==> config.mk <==
export PLATFORM = sky130hd
export DESIGN_NAME = idx_port_counter
export DESIGN_NICKNAME = d
export VERILOG_FILES = /design/src/rtl/idx_port_counter.sv
export SDC_FILE = /design/constraint.sdc
export NUM_CORES = 1
export LEC_CHECK = 0
export BUFFER_PORTS_ARGS = -buffer_cell sky130_fd_sc_hd__buf_2
export CELL_PAD_IN_SITES_DETAIL_PLACEMENT = 1
export CELL_PAD_IN_SITES_GLOBAL_PLACEMENT = 2
export CORE_MARGIN = 2
export CORE_UTILIZATION = 34
export CTS_CLUSTER_DIAMETER = 100
export DETAILED_ROUTE_END_ITERATION = 8
export GPL_ROUTABILITY_DRIVEN = 0
export PLACE_DENSITY_LB_ADDON = 0.3
export REMOVE_ABC_BUFFERS = 1
export SLEW_MARGIN = 20
export SYNTH_ARGS = -nofsm -noshare
export SYNTH_HDL_FRONTEND = slang
export SYNTH_SLANG_ARGS = --single-unit
==> constraint.sdc <==
create_clock -name clk -period 3.51 [get_ports clk]
set_input_delay 0.5265 -clock clk [delete_from_list [all_inputs] [get_ports clk]]
set_output_delay 0.5265 -clock clk [all_outputs]
set_load 0.005 [all_outputs]
==> src/rtl/idx_port_counter.sv <==
module idx_port_counter #(
  parameter int TMG_BASE = 12,
  parameter int TMG_NUM  = 16
) (
  input  logic                   clk,
  input  logic                   rst_n,
  input  logic                   tick,
  input  logic [3:0]             addr,
  input  logic                   wr_en,
  input  logic                   rd_en,
  input  logic [7:0]             wdata,
  output logic [7:0]             rdata,
  input  logic [1:0]             cable40,
  output logic                   counter_run,
  output logic [15:0]            pll_ctl,
  output logic [2*TMG_NUM*8-1:0] timing
);
  localparam int TW    = $clog2(TMG_NUM);
  localparam int CNT_W = 30;

  logic [7:0]       idx [2];
  logic [7:0]       ctrl;
  logic [7:0]       pll [2];
  logic [7:0]       tmg [2][TMG_NUM];
  logic [CNT_W-1:0] count;
  logic [7:0]       rd_val;

  wire       ch     = addr[3];
  wire [2:0] off    = addr[2:0];
  wire       idx_we = wr_en && (off == 3'd1);
  wire       dat_we = wr_en && (off == 3'd3);
  wire [7:0] sel    = idx[ch];
  wire       tmg_hit = (int'(sel) >= TMG_BASE) && (int'(sel) < TMG_BASE + TMG_NUM);
  wire [TW-1:0] tmg_ofs = TW'(int'(sel) - TMG_BASE);

  assign counter_run = ctrl[6];
  assign pll_ctl     = {pll[1], pll[0]};

  for (genvar c = 0; c < 2; c++) begin : g_ch
    for (genvar i = 0; i < TMG_NUM; i++) begin : g_b
      assign timing[(c*TMG_NUM+i)*8 +: 8] = tmg[c][i];
    end
  end

  always_comb begin
    rd_val = 8'h00;
    if (off == 3'd1) rd_val = sel;
    else if (off == 3'd3) begin
      if (tmg_hit) rd_val = tmg[ch][tmg_ofs];
      else begin
        case ({ch, sel})
          9'h001:          rd_val = ctrl;
          9'h00B, 9'h10B:  rd_val = {5'b0, cable40[ch], 2'b0};
          9'h020:          rd_val = count[7:0];
          9'h021:          rd_val = {1'b0, count[14:8]};
          9'h120:          rd_val = count[22:15];
          9'h121:          rd_val = {1'b0, count[29:23]};
          9'h102:          rd_val = pll[0];
          9'h103:          rd_val = pll[1];
          default:         rd_val = 8'h00;
        endcase
      end
    end
  end

  always_ff @(posedge clk) begin
    if (!rst_n) begin
      idx[0] <= '0;
      idx[1] <= '0;
      ctrl   <= '0;
      pll[0] <= '0;
      pll[1] <= '0;
      count  <= '0;
      rdata  <= '0;
      for (int c = 0; c < 2; c++)
        for (int i = 0; i < TMG_NUM; i++)
          tmg[c][i] <= '0;
    end else begin
      if (idx_we) idx[ch] <= wdata;
      if (dat_we) begin
        if (tmg_hit)                     tmg[ch][tmg_ofs] <= wdata;
        else if (!ch && sel == 8'h01)    ctrl   <= wdata;
        else if (ch && sel == 8'h02)     pll[0] <= wdata;
        else if (ch && sel == 8'h03)     pll[1] <= wdata;
      end
      if (rd_en) rdata <= rd_val;
      if (ctrl[6] && tick) count <= count - 1'b1;
    end
  end
endmodule

# Yosys cells after proc, flatten, opt, wreduce, memory -nomap -nowiden
# Memories as Yosys holds them, arrays and structs flattened.
# Index checks and enable logic that the tools add are counted.
[classes] n_mux=40 reduce_logical=13 eq_ne=14 n_lt_le_gt_ge=5 add_sub_neg=2 bitwise_logic=4
[op_table] op="$mux W128" n=3
[op_table] op="$reduce_or A128 Y1" n=1
[op_table] op="$mux W8" n=9
[op_table] op="$pmux W8 S8" n=1
[op_table] op="$eq A9 B9 Y1 const B" n=5
[op_table] op="$bmux W8 S4" n=1
[op_table] op="$demux W8 S4" n=1
[op_table] op="$sub A30 B1 Y30 const B" n=1
[op_table] op="$mux W1" n=25
[op_table] op="$eq A9 B6 Y1 const B" n=2
[op_table] op="$eq A8 B2 Y1 const B" n=2
[op_table] op="$eq A9 B1 Y1 const B" n=1
[op_table] op="$eq A9 B4 Y1 const B" n=1
[op_table] op="$eq A8 B1 Y1 const B" n=1
[op_table] op="$ge A8 B4 Y1 const B" n=1
[op_table] op="$logic_and A1 B1 Y1" n=8
[op_table] op="$lt A8 B5 Y1 const B" n=1
[op_table] op="$reduce_or A8 Y1" n=1
[op_table] op="$ge A5 B5 Y1 const B" n=1
[op_table] op="$lt A5 B1 Y1 const B" n=1
[op_table] op="$not A4 Y5" n=1
[op_table] op="$sub A4 B4 Y4 const B" n=1
[op_table] op="$eq A3 B1 Y1 const B" n=1
[op_table] op="$eq A3 B2 Y1 const B" n=1
[op_table] op="other kinds (6)" n=7
[totals] reg_bits=46 inputBits=19 output_inout_bits=281 mem_count=3 ramBits=288 word_cells=84
[mem_list] name="tmg" depth=2 word_bits=128 read_ports=3 rd_clocked_by_memory_dff=0 write_ports=2 line_no="24" rtl="logic [7:0] tmg [2][TMG_NUM];"
[mem_list] name="idx" depth=2 word_bits=8 read_ports=1 rd_clocked_by_memory_dff=0 write_ports=2 line_no="21" rtl="logic [7:0] idx [2];"
[mem_list] name="pll" depth=2 word_bits=8 read_ports=2 rd_clocked_by_memory_dff=0 write_ports=2 line_no="23" rtl="logic [7:0] pll [2];"

# Longest topological paths before layout
# An unclocked memory read counts as a cell.
[logic_depth] word_depth=11 depth_mapped=13 depth_no_buf=9

# Worst setup path before layout
# OpenSTA, ideal clock, no wires.
[synth_timing] kind="input port to flip-flop" from="input port addr[3]" to="memory tmg[0][112] in the netlist's numbering (enable)" path_stages=11 arrival_time_ns=3.419 t_required_ns=3.126 slack_ns=-0.293 path_cell_list="buf_6 -> buf_2 -> buf_2 -> mux2_2 -> ha_1 -> xnor2_1 -> or2_1 -> nor3_1 -> buf_2 -> nand2_1 -> o21ai_0"
[synth_rtl] item="start: declaration" line_no="8" rtl="input logic [3:0] addr,"
[synth_rtl] item="end: declaration" line_no="24"

==> out/qor.txt <==
status = complete, no violations
area post-placement = 0.0184 sq mm
Overall Global Routing Usage = 0.277
placed cells = 2,151
Crit path required time = 3.73 ns
R2R depth = 8
CTS tree = done
footprint of the multi-input gates = 0.00550 sq mm
Final setup viols = 0
clock-pin slew on the worst setup and hold paths = 0.06 ns
Final Instance Count excl. Fillers = 2,225
grt ovf = 0
worst-skew pair later-pin latency = 0.59 ns
Vias = 12,400
row cnt = 78
share of cells above drive strength 1 = 0.322
Setup crit end kind = flip-flop
max-cap viol count = 0
Max FO, Critical Path = 9
DR WL/cell = 29.8 um
EDFF count, synth = 288
Most used DFF post-synth = edfxtp_1
Slew HR = 0.277
Leakage = 8.45 nW
pwr dens = 477 mW/mm^2
# clock sinks = 334
Post-Synth Adder-Cell Area = 0.00485
root buffer cell = clkbuf_16
Ys Warns = 0
Initial DRT Pass Iterations = 6
hold buffers post-CTS = 0
fin crit period = 3.30 ns
RSZ-0062 raised after global routing = false
average cell area after synthesis = 12.8 sq um
Worst VDD drop = 0.291 mV
CTS Buffer Depth = 3
H-tree Lvls = 2
core box area = 0.0452 sq mm
Slew Viols, Final = 0
die height = 217 um
Netlist Area Pre-Place = 0.0155 sq mm
# fillers = 4,883
WS Path Type = reg -> reg
sequential standard cell area = 0.00957 sq mm
fmax = 303 MHz
post-synth cell types = 72
via/cell ratio = 5.56
ys async rst share = 0
die area = 0.0473 sq mm
post-synthesis cell count = 1,211
initial drt markers = 1,224
initial antenna violation count = 3
Setup Skew = 0.0335 ns
Syn-to-layout area delta = 26.6%
post-cts resize count = 0
Worst Tran Pin Value = 1.06 ns
period utilisation layout = 0.939
flops & latches, synth = 334
Starting Density = 0.343
mux cell area share after synthesis = 0.0833
main combinational cell family by area after synthesis = simple AND/OR/NAND/NOR gates
hold path depth = 4
vias in the first global route = 12,600
Design Area, Final = 0.0196 sq mm
most common cell after layout, fill and taps aside = buf_2
fin nets = 1,617
Final Hold Vio Count = 0
postcts setup bufs = 0
Port Buf Inserts = 299
DRC Markers = 0
final core occ = 0.434
sequential element share of the synthesized area = 0.618
post-detailed-route count of antenna-violating nets = 0
Top-Level Pins = 300
Num CTS Buffers = 39
Post-DP HPWL = 49.2 mm
global-route wire length before repair = 92.7 mm
Hold/Removal Path Class = in -> reg
Routed WL = 66.4 mm
width of the die = 217 um
largest net degree at the start of global routing = 51
most frequent cells in the layout = buf_2 (298), edfxtp_1 (288), and2_1 (172)
startpoint class of the critical path = flip-flop
Synth Area in Compound Gates = 0.0856
Post-Synth Simple-Gate Area = 0.167
Synth Area in XOR/XNOR = 0.0141
CP arrival = 3.52 ns
[worst max-delay path, stage by stage (launching register included)]
cell and delay (ns):
edfxtp_1 0.52, mux2_2 0.33, ha_1 0.27, xnor2_1 0.18
or2_1 0.29, or3_1 0.43, buf_4 0.23, nor3_4 0.32
nand2b_1 0.36
[path summary, 6_finish.rpt]
check,start,end,slack (ns)
max,idx[0][2]$_SDFFCE_PN0P_,tmg[0][64]$_SDFFCE_PN0P_,0.21
max reg2reg,idx[0][2]$_SDFFCE_PN0P_,tmg[0][64]$_SDFFCE_PN0P_,0.21
min reg2reg,count[8]$_SDFFE_PN0P_,count[8]$_SDFFE_PN0P_,0.50
min,tick,count[2]$_SDFFE_PN0P_,0.32
[per-layer routing]
metal | share of wire | global-route usage | vias to the layer above | wire length [um]
met4 | 0.032 | 0.0904 | 2 | 2150
met1 | 0.41 | 0.365 | 6310 | 26900
met2 | 0.48 | 0.455 | 648 | 31600
li1 | - | - | 5296 | -
met5 | 0.00026 | 0 | - | 17
met3 | 0.085 | 0.0577 | 120 | 5660
[cell type report]
| cell class | instances | area share |
|---|---|---|
| sequential | 334 | 0.488 |
| antenna | 2 | 0.000255 |
| clock buffer | 46 | 0.0511 |
| tap | 600 | 0.0383 |
| clock inverter | 26 | 0.0123 |
| inverter | 26 | 0.00498 |
| multi-input combinational | 775 | 0.281 |
| timing repair buffer | 416 | 0.124 |
[cells by family (layout without fill, tap and decap cells)]
family | count (synthesis) | in the layout
compound gates | 191 | 191
xor+xnor | 25 | 25
fa+ha+maj | 6 | 6
buf+inv | 102 | 514
flops | 334 | 334
mux | 124 | 124
other cells | 0 | 2
simple gates | 429 | 429
[where the power goes]
group	internal, W	switching (W)
Clock	0.00228	0.00172
Combinational	0.000287	0.000562
Sequential	0.00440	0.0000965
[synthesized netlist by cell type, types with 7 or more instances]
cell type  instances  area share
dfxtp_1           46       0.059
a211oi_1          10      0.0048
o31ai_1            7      0.0034
edfxtp_1         288        0.56
nand2b_1          20      0.0081
a21oi_1           16      0.0052
and2_1           172       0.069
mux2i_1          103       0.067
nor4_1             8      0.0032
o211ai_1          15      0.0073
xnor2_1            9      0.0051
nor3_1            24      0.0078
nor3_4             8      0.0084
inv_1             25      0.0061
nor2b_1           17      0.0069
buf_1             10      0.0024
a22oi_1           11      0.0053
nor2_1            50       0.012
buf_2             15      0.0048
o21ai_0           52       0.017
clkbuf_1          47       0.011
nand2_1           59       0.014
xor2_1            16      0.0090
or3_1              8      0.0032
nand3_1           12      0.0039
a222oi_1          15      0.0097
mux2_2            19       0.014
nor3b_1            7      0.0034
o22ai_1           18      0.0073
[sequential cells by signal, indices dropped and copies added (netlist names)]
register  count
pll          16
ctrl          8
rdata         8
tmg         256
count        30
idx          16
[per-stage QoR]
step / worst slack, ns / hold slack (ns) / TNS [ns] / power, W
after global placement: 0.161 / 0.474 / 0 / 0.00540
final: 0.214 / 0.319 / 0 / 0.00935
after floorplan: -0.315 / 0.461 / -46.20 / 0.00485
after CTS: 0.218 / 0.297 / 0 / 0.00939
after global routing: 0.0601 / 0.339 / 0 / 0.00959
after detailed placement: 0.0118 / 0.491 / 0 / 0.00540
No activity file was read; power rests on OpenSTA's default activity.
